**config.mk**
```make
export PLATFORM = sky130hd
export DESIGN_NAME = page_write_buffer
export DESIGN_NICKNAME = d
export VERILOG_FILES = /design/src/rtl/pwb_pkg.sv /design/src/rtl/pwb_ram.sv /design/src/rtl/pwb_fill.sv /design/src/rtl/pwb_drain.sv /design/src/rtl/page_write_buffer.sv
export SDC_FILE = /design/constraint.sdc
export NUM_CORES = 2
export LEC_CHECK = 0
export BUFFER_PORTS_ARGS = -buffer_cell sky130_fd_sc_hd__buf_2
export CAP_MARGIN = 15
export CORE_ASPECT_RATIO = 1.4
export CORE_MARGIN = 1
export CORE_UTILIZATION = 47
export CTS_BUF_LIST = sky130_fd_sc_hd__clkbuf_16
export DETAILED_ROUTE_END_ITERATION = 8
export GPL_ROUTABILITY_DRIVEN = 0
export GPL_TIMING_DRIVEN = 0
export PLACE_DENSITY = 0.66
export SLEW_MARGIN = 10
export SYNTH_ARGS = -nofsm -noshare
export SYNTH_HDL_FRONTEND = slang
export SYNTH_HIERARCHICAL = 1
export SYNTH_SLANG_ARGS = --single-unit
```
**constraint.sdc**
```tcl
create_clock -name clk -period 12.9 [get_ports clk]
set_input_delay 2.58 -clock clk [delete_from_list [all_inputs] [get_ports clk]]
set_output_delay 2.58 -clock clk [all_outputs]
set_load 0.01 [all_outputs]
```
**src/rtl/pwb_pkg.sv**
```systemverilog
package pwb_pkg;
  typedef enum logic [1:0] {
    ST_IDLE   = 2'd0,
    ST_LOAD   = 2'd1,
    ST_READY  = 2'd2,
    ST_COMMIT = 2'd3
  } pwb_state_e;
endpackage

```
**src/rtl/pwb_ram.sv**
```systemverilog
// Byte store: one write port, one registered read port (block RAM style).
module pwb_ram #(
  parameter int DATA_W = 8,
  parameter int DEPTH  = 128
) (
  input  logic                     clk,
  input  logic                     we,
  input  logic [$clog2(DEPTH)-1:0] waddr,
  input  logic [DATA_W-1:0]        wdata,
  input  logic [$clog2(DEPTH)-1:0] raddr,
  output logic [DATA_W-1:0]        rdata
);
  logic [DATA_W-1:0] mem [DEPTH];

  always_ff @(posedge clk) begin
    if (we) mem[waddr] <= wdata;
    rdata <= mem[raddr];
  end
endmodule

```
**src/rtl/pwb_fill.sv**
```systemverilog
// Pre-fill sequencer: reads the page from the array and offers each byte
// for the store. A byte write owns the store port; a returning byte that
// meets one is parked in a one-entry stash and issuing pauses meanwhile.
module pwb_fill #(
  parameter int DATA_W     = 8,
  parameter int PAGE_BYTES = 128,
  parameter int IDX_W      = $clog2(PAGE_BYTES)
) (
  input  logic              clk,
  input  logic              rst,
  input  logic              start_i,
  input  logic              blocked_i,
  input  logic [DATA_W-1:0] rd_data_i,
  output logic              rd_req_o,
  output logic [IDX_W-1:0]  rd_idx_o,
  output logic              put_o,
  output logic [IDX_W-1:0]  put_idx_o,
  output logic [DATA_W-1:0] put_data_o,
  output logic              done_o
);
  logic              active;
  logic [IDX_W:0]    issued;
  logic              pend;
  logic [IDX_W-1:0]  pend_idx;
  logic              stash_v;
  logic [IDX_W-1:0]  stash_idx;
  logic [DATA_W-1:0] stash_data;

  always_comb begin
    rd_req_o   = active && !issued[IDX_W] && !stash_v && !(pend && blocked_i);
    rd_idx_o   = issued[IDX_W-1:0];
    put_o      = 1'b0;
    put_idx_o  = pend_idx;
    put_data_o = rd_data_i;
    if (stash_v) begin
      put_idx_o  = stash_idx;
      put_data_o = stash_data;
      put_o      = !blocked_i;
    end else if (pend) begin
      put_o = !blocked_i;
    end
    done_o = active && issued[IDX_W] && !pend && !stash_v;
  end

  always_ff @(posedge clk) begin
    if (rst) begin
      active     <= 1'b0;
      issued     <= '0;
      pend       <= 1'b0;
      pend_idx   <= '0;
      stash_v    <= 1'b0;
      stash_idx  <= '0;
      stash_data <= '0;
    end else if (start_i) begin
      active  <= 1'b1;
      issued  <= '0;
      pend    <= 1'b0;
      stash_v <= 1'b0;
    end else begin
      if (done_o) active <= 1'b0;
      if (rd_req_o) issued <= issued + 1'b1;
      pend     <= rd_req_o;
      pend_idx <= rd_idx_o;
      if (pend && blocked_i) begin
        stash_v    <= 1'b1;
        stash_idx  <= pend_idx;
        stash_data <= rd_data_i;
      end else if (stash_v && !blocked_i) begin
        stash_v <= 1'b0;
      end
    end
  end

  // consecutive reads walk the page upward by one offset
  p_fill_ascend_r2: assert property (@(posedge clk) disable iff (rst)
    (rd_req_o && $past(rd_req_o)) |-> (rd_idx_o == $past(rd_idx_o) + IDX_W'(1)));

  // a parked byte and an outstanding read never coexist
  p_stash_excl_r7: assert property (@(posedge clk) disable iff (rst)
    !(stash_v && pend));

  // a parked byte leaves the stash as soon as the port is free
  p_stash_drain_r7: assert property (@(posedge clk) disable iff (rst)
    (stash_v && !blocked_i && !start_i) |=> !stash_v);
endmodule

```
**src/rtl/pwb_drain.sv**
```systemverilog
// Commit sequencer: sweeps all offsets of the page, registering the
// strobe and address alongside the store's registered read data.
module pwb_drain #(
  parameter int ADDR_W     = 17,
  parameter int PAGE_BYTES = 128,
  parameter int IDX_W      = $clog2(PAGE_BYTES),
  parameter int PAGE_W     = ADDR_W - IDX_W
) (
  input  logic              clk,
  input  logic              rst,
  input  logic              start_i,
  input  logic [PAGE_W-1:0] page_i,
  output logic [IDX_W-1:0]  raddr_o,
  output logic              last_o,
  output logic              cm_we_o,
  output logic [ADDR_W-1:0] cm_addr_o
);
  logic              active;
  logic [IDX_W-1:0]  cnt;
  logic [PAGE_W-1:0] page_q;

  assign raddr_o = cnt;
  assign last_o  = active && (cnt == {IDX_W{1'b1}});

  always_ff @(posedge clk) begin
    if (rst) begin
      active    <= 1'b0;
      cnt       <= '0;
      page_q    <= '0;
      cm_we_o   <= 1'b0;
      cm_addr_o <= '0;
    end else begin
      cm_we_o   <= active;
      cm_addr_o <= {page_q, cnt};
      if (start_i) begin
        active <= 1'b1;
        cnt    <= '0;
        page_q <= page_i;
      end else if (active) begin
        cnt <= cnt + 1'b1;
        if (last_o) active <= 1'b0;
      end
    end
  end

  // commit writes step through consecutive addresses
  p_cm_ascend_r5: assert property (@(posedge clk) disable iff (rst)
    (cm_we_o && $past(cm_we_o)) |-> (cm_addr_o == $past(cm_addr_o) + ADDR_W'(1)));

  // every commit sweep begins at offset zero of the page
  p_cm_first_r5: assert property (@(posedge clk) disable iff (rst)
    $rose(cm_we_o) |-> (cm_addr_o[IDX_W-1:0] == '0));
endmodule

```
**src/rtl/page_write_buffer.sv**
```systemverilog
module page_write_buffer #(
  parameter int ADDR_W     = 17,
  parameter int DATA_W     = 8,
  parameter int PAGE_BYTES = 128
) (
  input  logic              clk,
  input  logic              rst,
  input  logic              load_i,
  input  logic [ADDR_W-1:0] load_addr_i,
  input  logic              wr_i,
  input  logic [DATA_W-1:0] wr_data_i,
  input  logic              commit_i,
  output logic              rd_req_o,
  output logic [ADDR_W-1:0] rd_addr_o,
  input  logic [DATA_W-1:0] rd_data_i,
  output logic              cm_we_o,
  output logic [ADDR_W-1:0] cm_addr_o,
  output logic [DATA_W-1:0] cm_data_o,
  output logic [ADDR_W-1:0] ptr_o,
  output logic              busy_o
);
  import pwb_pkg::*;

  localparam int IDX_W  = $clog2(PAGE_BYTES);
  localparam int PAGE_W = ADDR_W - IDX_W;

  pwb_state_e            state;
  logic [PAGE_W-1:0]     page_q;
  logic [IDX_W-1:0]      ofs_q;
  logic [PAGE_BYTES-1:0] recv_q;
  logic                  commit_pend;

  logic in_load, in_ready, commit_go, load_take, wr_take, have_data;

  logic              fill_rd_req, fill_put, fill_done;
  logic [IDX_W-1:0]  fill_rd_idx, fill_put_idx;
  logic [DATA_W-1:0] fill_put_data;

  logic              drain_start, drain_last;
  logic [IDX_W-1:0]  drain_raddr;

  logic              ram_we;
  logic [IDX_W-1:0]  ram_waddr;
  logic [DATA_W-1:0] ram_wdata;

  // Priority in ready: commit, then load, then byte strobe.
  always_comb begin
    in_load   = (state == ST_LOAD);
    in_ready  = (state == ST_READY);
    have_data = |recv_q;
    commit_go = in_ready && (commit_i || commit_pend);
    load_take = load_i && ((state == ST_IDLE) || (in_ready && !commit_go));
    wr_take   = wr_i && (in_load || (in_ready && !commit_go && !load_i));
    drain_start = commit_go && have_data;
  end

  // Store write port: a received byte wins; a pre-fill byte only lands
  // where nothing has been received.
  always_comb begin
    ram_we    = 1'b0;
    ram_waddr = ofs_q;
    ram_wdata = wr_data_i;
    if (wr_take) begin
      ram_we = 1'b1;
    end else if (fill_put && !recv_q[fill_put_idx]) begin
      ram_we    = 1'b1;
      ram_waddr = fill_put_idx;
      ram_wdata = fill_put_data;
    end
  end

  always_ff @(posedge clk) begin
    if (rst) begin
      state       <= ST_IDLE;
      page_q      <= '0;
      ofs_q       <= '0;
      recv_q      <= '0;
      commit_pend <= 1'b0;
    end else begin
      case (state)
        ST_IDLE: begin
          if (load_take) begin
            state  <= ST_LOAD;
            page_q <= load_addr_i[ADDR_W-1:IDX_W];
            ofs_q  <= load_addr_i[IDX_W-1:0];
            recv_q <= '0;
          end
        end
        ST_LOAD: begin
          if (commit_i) commit_pend <= 1'b1;
          if (fill_done) state <= ST_READY;
        end
        ST_READY: begin
          if (commit_go) begin
            commit_pend <= 1'b0;
            state       <= have_data ? ST_COMMIT : ST_IDLE;
          end else if (load_take) begin
            state  <= ST_LOAD;
            page_q <= load_addr_i[ADDR_W-1:IDX_W];
            ofs_q  <= load_addr_i[IDX_W-1:0];
            recv_q <= '0;
          end
        end
        default: begin
          if (drain_last) state <= ST_IDLE;
        end
      endcase
      if (wr_take) begin
        ofs_q         <= ofs_q + 1'b1;
        recv_q[ofs_q] <= 1'b1;
      end
    end
  end

  pwb_fill #(
    .DATA_W     (DATA_W),
    .PAGE_BYTES (PAGE_BYTES),
    .IDX_W      (IDX_W)
  ) u_fill (
    .clk        (clk),
    .rst        (rst),
    .start_i    (load_take),
    .blocked_i  (wr_take),
    .rd_data_i  (rd_data_i),
    .rd_req_o   (fill_rd_req),
    .rd_idx_o   (fill_rd_idx),
    .put_o      (fill_put),
    .put_idx_o  (fill_put_idx),
    .put_data_o (fill_put_data),
    .done_o     (fill_done)
  );

  pwb_drain #(
    .ADDR_W     (ADDR_W),
    .PAGE_BYTES (PAGE_BYTES),
    .IDX_W      (IDX_W),
    .PAGE_W     (PAGE_W)
  ) u_drain (
    .clk       (clk),
    .rst       (rst),
    .start_i   (drain_start),
    .page_i    (page_q),
    .raddr_o   (drain_raddr),
    .last_o    (drain_last),
    .cm_we_o   (cm_we_o),
    .cm_addr_o (cm_addr_o)
  );

  pwb_ram #(
    .DATA_W (DATA_W),
    .DEPTH  (PAGE_BYTES)
  ) u_ram (
    .clk   (clk),
    .we    (ram_we),
    .waddr (ram_waddr),
    .wdata (ram_wdata),
    .raddr (drain_raddr),
    .rdata (cm_data_o)
  );

  assign rd_req_o  = fill_rd_req;
  assign rd_addr_o = {page_q, fill_rd_idx};
  assign ptr_o     = {page_q, ofs_q};
  assign busy_o    = in_load || (state == ST_COMMIT) || commit_pend || cm_we_o;

  // a taken byte advances only the in-page offset
  p_ptr_step_r3: assert property (@(posedge clk) disable iff (rst)
    wr_take |=> ((ptr_o[ADDR_W-1:IDX_W] == $past(ptr_o[ADDR_W-1:IDX_W])) &&
                 (ptr_o[IDX_W-1:0] == $past(ptr_o[IDX_W-1:0]) + IDX_W'(1))));

  // commit with nothing received goes idle without a write
  p_empty_commit_r6: assert property (@(posedge clk) disable iff (rst)
    (commit_go && !have_data) |=> ((state == ST_IDLE) && !cm_we_o));

  // no commit write while the page is still being read
  p_no_commit_in_load_r8: assert property (@(posedge clk) disable iff (rst)
    in_load |-> !cm_we_o);

  // the pointer holds while idle unless a load arrives
  p_idle_hold_r9: assert property (@(posedge clk) disable iff (rst)
    ((state == ST_IDLE) && !load_i) |=> $stable(ptr_o));

  // a byte strobe beside an accepted commit leaves the pointer alone
  p_commit_beats_write_r10: assert property (@(posedge clk) disable iff (rst)
    (commit_go && wr_i) |=> $stable(ptr_o));
endmodule

```
# Word-level counts from Yosys, hierarchy flattened
# Memory sizes are Yosys's and may differ from the RTL's. A register that Yosys moved wholly into a read port is not among the register bits.
# Index checks and enable logic that the tools add are counted.
[op_classes] bitwise_logic=2 order_cmp=3 addsub=3 mux=44 reduce_logical=46 eq_ne=9
[op_table] op="$mux 128" count=4
[op_table] op="$pmux 128 s2" count=1
[op_table] op="$or 128x128->128" count=1
[op_table] op="$reduce_or 128->1" count=1
[op_table] op="$mux 7" count=6
[op_table] op="$mux 8" count=3
[op_table] op="$mux 10" count=2
[op_table] op="$pmux 10 s2" count=1
[op_table] op="$logic_and 1x1->1" count=17
[op_table] op="$mux 1" count=17
[op_table] op="$lt 7x8->1 const B" count=2
[op_table] op="$add 7x1->7 const B" count=2
[op_table] op="$pmux 7 s2" count=1
[op_table] op="$mux 2" count=5
[op_table] op="$add 8x1->8 const B" count=1
[op_table] op="$logic_not 1->1" count=8
[op_table] op="$reduce_and 2->1" count=4
[op_table] op="$reduce_bool 2->1" count=4
[op_table] op="$bmux 1 s7" count=1
[op_table] op="$demux 1 s7" count=1
[op_table] op="$eq 7x7->1 const B" count=1
[op_table] op="$ge 7x1->1 const B" count=1
[op_table] op="$logic_or 1x1->1" count=6
[op_table] op="$pmux 2 s3" count=1
[op_table] op="other kinds (12)" count=16
[word_totals] reg_bits=217 ram_bits=1024 output_inout_bits=62 wordCells=125 mem_count=1 inputBits=38
[memory_table] name="u_ram.mem" depth=128 width=8 rd=1 rd_clocked_by_memory_dff=1 wr=1 line="pwb_ram.sv:13" text="logic [DATA_W-1:0] mem [DEPTH];"

# Longest topological paths before layout
[logic_depth] depth_word=15 ltp_mapped=19 ltp_nobuf=14

# Hierarchy
# The synthesis kept the hierarchy.
[modules_own_cells] mod="pwb_ram" seq_area_each_um2=30909.6 cells_per_inst=1635 area_per_inst_um2=39665.5 instances=1
[modules_own_cells] mod="page_write_buffer" seq_area_each_um2=2962.8 cells_per_inst=829 area_per_inst_um2=7335.8 instances=1
[modules_own_cells] mod="pwb_fill" seq_area_each_um2=660.6 cells_per_inst=175 area_per_inst_um2=1525.2 instances=1
[modules_own_cells] mod="pwb_drain" seq_area_each_um2=720.7 cells_per_inst=109 area_per_inst_um2=1177.4 instances=1

# Least setup slack after synthesis
# OpenSTA, ideal clock, no wires.
[synth_timing] path_type="input to register" from="input port load_i" to="memory u_ram.mem[0][3] (data pin)" n_path_buf=1 required_ps=12028 arrival_time_ps=7438 path_slack_ps=4590 path_stages=9 setup_ps=872 cell_sequence="nor4b_1 o21ai_1 inv_1 nor2_1 inv_1 nor2_1 clkbuf_1 nand2_1 o211ai_1"
[synth_via] elab_chain_cells=10
[synth_lines] item="from (decl)" line="page_write_buffer.sv:8" text="input logic load_i,"
[synth_lines] item="$logic_not 1->1 (*)" line="page_write_buffer.sv:53" text="wr_take = wr_i && (in_load || (in_ready && !commit_go && !load_i));"
[synth_lines] item="$logic_and 1x1->1 (*)" line="page_write_buffer.sv:53"
[synth_lines] item="$logic_or 1x1->1 (*)" line="page_write_buffer.sv:53"
[synth_lines] item="$logic_and 1x1->1 (*)" line="page_write_buffer.sv:53"
[synth_lines] item="named net wr_take" line="page_write_buffer.sv:33" text="logic in_load, in_ready, commit_go, load_take, wr_take, have_data;"
[synth_lines] item="$logic_not 1->1 (*)" line="pwb_fill.sv:38, pwb_fill.sv:40"
[synth_lines] item="$mux 1" line="pwb_fill.sv:39" text="end else if (pend) begin"
[synth_lines] item="$mux 1 (*)" line="pwb_fill.sv:35" text="if (stash_v) begin"
[synth_lines] item="named net fill_put" line="page_write_buffer.sv:35" text="logic fill_rd_req, fill_put, fill_done;"
[synth_lines] item="$logic_and 1x1->1 (*)" line="page_write_buffer.sv:65" text="end else if (fill_put && !recv_q[fill_put_idx]) begin"
[synth_lines] item="$mux 8 (*)" line="page_write_buffer.sv:65"
[synth_lines] item="$mux 8 (*)" line="page_write_buffer.sv:63" text="if (wr_take) begin"
[synth_lines] item="named net ram_wdata[3]" line="page_write_buffer.sv:44" text="logic [DATA_W-1:0] ram_wdata;"
[synth_lines] item="to (decl)" line="pwb_ram.sv:13"
# The timed path passes the listed nets; every way through them passes the cells marked *.

# Final worst setup path
[layout_timing] from="input port load_i" to="memory u_ram.mem[69][4] (enable)"
[layout_via] elab_cells_between_ends=14 cone_classes="8 x mux; 6 x reduce/logical"
[layout_rtl] item="$logic_not 1->1 (*)" line="page_write_buffer.sv:53"
[layout_rtl] item="$logic_and 1x1->1 (*)" line="page_write_buffer.sv:53"
[layout_rtl] item="$logic_or 1x1->1 (*)" line="page_write_buffer.sv:53"
[layout_rtl] item="$logic_and 1x1->1 (*)" line="page_write_buffer.sv:53"
[layout_rtl] item="named net wr_take" line="page_write_buffer.sv:33"
[layout_rtl] item="$logic_not 1->1 (*)" line="pwb_fill.sv:38, pwb_fill.sv:40"
[layout_rtl] item="$mux 1" line="pwb_fill.sv:39"
[layout_rtl] item="$mux 1 (*)" line="pwb_fill.sv:35"
[layout_rtl] item="named net fill_put" line="page_write_buffer.sv:35"
[layout_rtl] item="$logic_and 1x1->1 (*)" line="page_write_buffer.sv:65"
[layout_rtl] item="$mux 7 (*)" line="page_write_buffer.sv:65"
[layout_rtl] item="$mux 7 (*)" line="page_write_buffer.sv:63"
[layout_rtl] item="named net ram_waddr[2]" line="page_write_buffer.sv:43" text="logic [IDX_W-1:0] ram_waddr;"
# Marks and branches as above.

==> summary.txt <==
status = finished, final reports clean
HP Class = reg -> reg
worst-case clock buffer depth = 3
GRT busiest layer = met2
Post-synth ARST share = 0%
Tot GR Track Use = 24.4%
Yosys reg bits = 1,249
Synth Warn # = 6
antenna-violating nets left = 0
Die W = 277 microns
crit path cell chain = buf_2, nor4b_1, o21ai_1, inv_1, nor2_1, inv_1, nor2_1, clkbuf_1, nand2_1, o211ai_2, clkbuf_1, nor2b_1, nand3_1, clkbuf_2, nor2_1
Mean Syn Cell Area = 18.1 sq um
Finished Layout Cells = 4,490
net count reported at finish = 3,089
final wirelength = 131,000 microns
min cycle time layout = 7740 ps
Clock Skew = 29.9 ps
Final Hold Fails = 0
Remaining Overflow, GRT = 0
Tcrit/Tclk final = 60.0%
most frequent cells in the layout = edfxtp_1 (1,024), mux4_2 (360), nor2_1 (306), dfxtp_1 (225)
Max VDD drop = 0.116 mV
WP buf/inv = 6
CP delay by family, top = simple AND/OR/NAND/NOR gates
core area = 104,000 sq um
max_cap viols = 0
Vias = 27.8k
CTS buffer count = 114
crit-path max FO = 10
Critical Path AT = 8050 ps
Setup Crit Path Kind = in -> reg
Root Buffer = clkbuf_16
Clock Sinks = 1,249
met3 GRT Util = 4.40%
initial antenna violation count = 6
syn_nets = 2,793
number of global-route vias before repair = 28.6k
Post-Syn Instances = 2,748
# rows = 140
Seq/Total Area, Yosys = 70.9%
worst skew pair latency = 700 ps
DRC = 0
share of cells above drive strength 1 = 26.4%
CTS tree = yes
Cell variety after synth = 63
commonest non-fill, non-tap cell in the layout = edfxtp_1
Slowest-stage cell, CP = o21ai_1
Critical Path RT = 13,210 ps
Mapped Area = 49,700 sq um
met2 global-route usage = 43.5%
vias per cell = 6.19
CTS Hold Bufs = 0
antenna cells = 0
worst slack, placed = 4630 ps
first-pass GRT wire length = 191,000 microns
crit-path max cell delay = 870 ps
setup ws final = 5160 ps
leakage = 17.7 nW
Post-synth EDFFs = 1,024
Final setup viols = 0
Initial Util = 47.6%
final slew viol count = 0
number of post-CTS setup repair buffers = 0
grt met1 use = 27.6%
Fmax achieved = 129 MHz
IO buf count = 99
Die Area = 107,000 sq um
IO Count = 100
Clk pin slew, worst setup/hold paths = 60 ps
crit path launch type = primary input
DP HPWL = 94,400 microns
CTS resizes = 0
top_reg_cell synth = edfxtp_1
Power Density = 161 nW/um^2
RSZ-0062 raised after global routing = no
cell with the most instances on the worst path = nor2_1
Max transition margin = 18.3%
synthesis-to-layout area growth = 13.7%
DP Cell Count = 4,274
Initial DRC Count = 2,824
CTS H-Tree Depth = 3
measured slew at the worst slew-check pin = 1220 ps
drt pass-1 iters = 6
WL/cell = 29.1 microns
chip height = 387 microns
crit end category = flop
largest net degree at the start of global routing = 37
[tightest hold or removal path, cell delays in order, from the launching register on]
cell and delay [ps]:
dfxtp_1 310, nand2_1 50, a21oi_1 50
[sequential cells by signal (all words and copies together) (netlist names)]
register and cells:
ofs_q 7, page_q 10, u_fill/active 1, u_fill/stash_idx 7, u_ram/mem 1024, commit_pend 1
u_ram/rdata 8, u_drain/raddr_o 7, state 2, u_fill/stash_v 1, u_drain/cm_we_o 1, u_drain/cm_addr_o 17
u_drain/page_q 10, u_fill/issued 8, u_fill/stash_data 8, u_fill/pend 1, recv_q 128, u_fill/pend_idx 7
u_drain/active 1
[final timing paths]
kind              slack (ps)                  end                start  cells past startpoint
hold / removal           450  u_fill/stash_idx[5]  u_fill/stash_idx[5]                      2
hold reg to reg          450  u_fill/stash_idx[5]  u_fill/stash_idx[5]                      2
setup reg to reg        6040     u_ram/mem[69][4]       u_fill/stash_v                     16
setup / recovery        5160     u_ram/mem[69][4]               load_i                     15
[synth_stat cells (30+ instances only)]
cell type	instances	share of area [%]
mux2i_1	35	0.70
nor2b_1	31	0.39
nor2_1	306	2.3
a21oi_1	43	0.43
nor4_1	38	0.48
buf_4	34	0.51
nand2_1	102	0.77
dfxtp_1	225	9.1
a22oi_1	128	1.9
mux4_2	360	16
nand3_1	30	0.30
edfxtp_1	1024	62
clkbuf_1	111	0.84
[power breakdown]
group	internal (mW)	leakage [nW]	switching, mW
clock	1.91	1.94	1.47
sequential	4.60	11.0	0.0320
combinational	0.307	4.72	0.770
total	6.82	17.7	2.27
[routing by layer]
layer	vias to the layer above	wire, microns
li1	11700	-
met1	14400	44700
met2	1340	68800
met3	375	9230
met4	10	7780
met5	-	68
[cells by family (layout without fill, tap and decap cells)]
kind of cell             count (synthesis)  in the layout  share of synthesized area [%]
AO/OA/AOI/OAI                          256            256                           3.74
multiplexers                           420            420                           17.6
XOR/XNOR                                 4              4                         0.0705
flip-flops                            1249           1249                           70.9
buffers and inverters                  207            600                           1.97
AND/OR/NAND/NOR                        605            605                           5.54
adder cells (fa/ha/maj)                  7              7                          0.176
[per-stage QoR]
step           hold WS, ps  power [mW]  instance area (sq um)  utilization [%]  TNS, ps
2_1_floorplan          433        5.30                  49700                -        0
3_3_place_gp           441        5.71                  51900             49.7  -155600
3_5_place_dp           450        5.77                  52800             50.5        0
4_1_cts                459        9.11                  56500             54.1        0
5_1_grt                472        9.33                  56500             54.2        0
6_report               455        9.08                  56500             54.2        0
[area by class of cell]
class | count | area (sq um)
Sequential cell | 1249 | 35300
Clock buffer | 118 | 2950
Inverter | 13 | 48.8
Timing Repair Buffer | 180 | 1320
Clock inverter | 95 | 793
Fill cell | 8016 | 47900
Multi-Input combinational cell | 1292 | 13500
Buffer | 194 | 937
Tap cell | 1349 | 1690
Note: power is estimated with default switching activity, not from simulation.
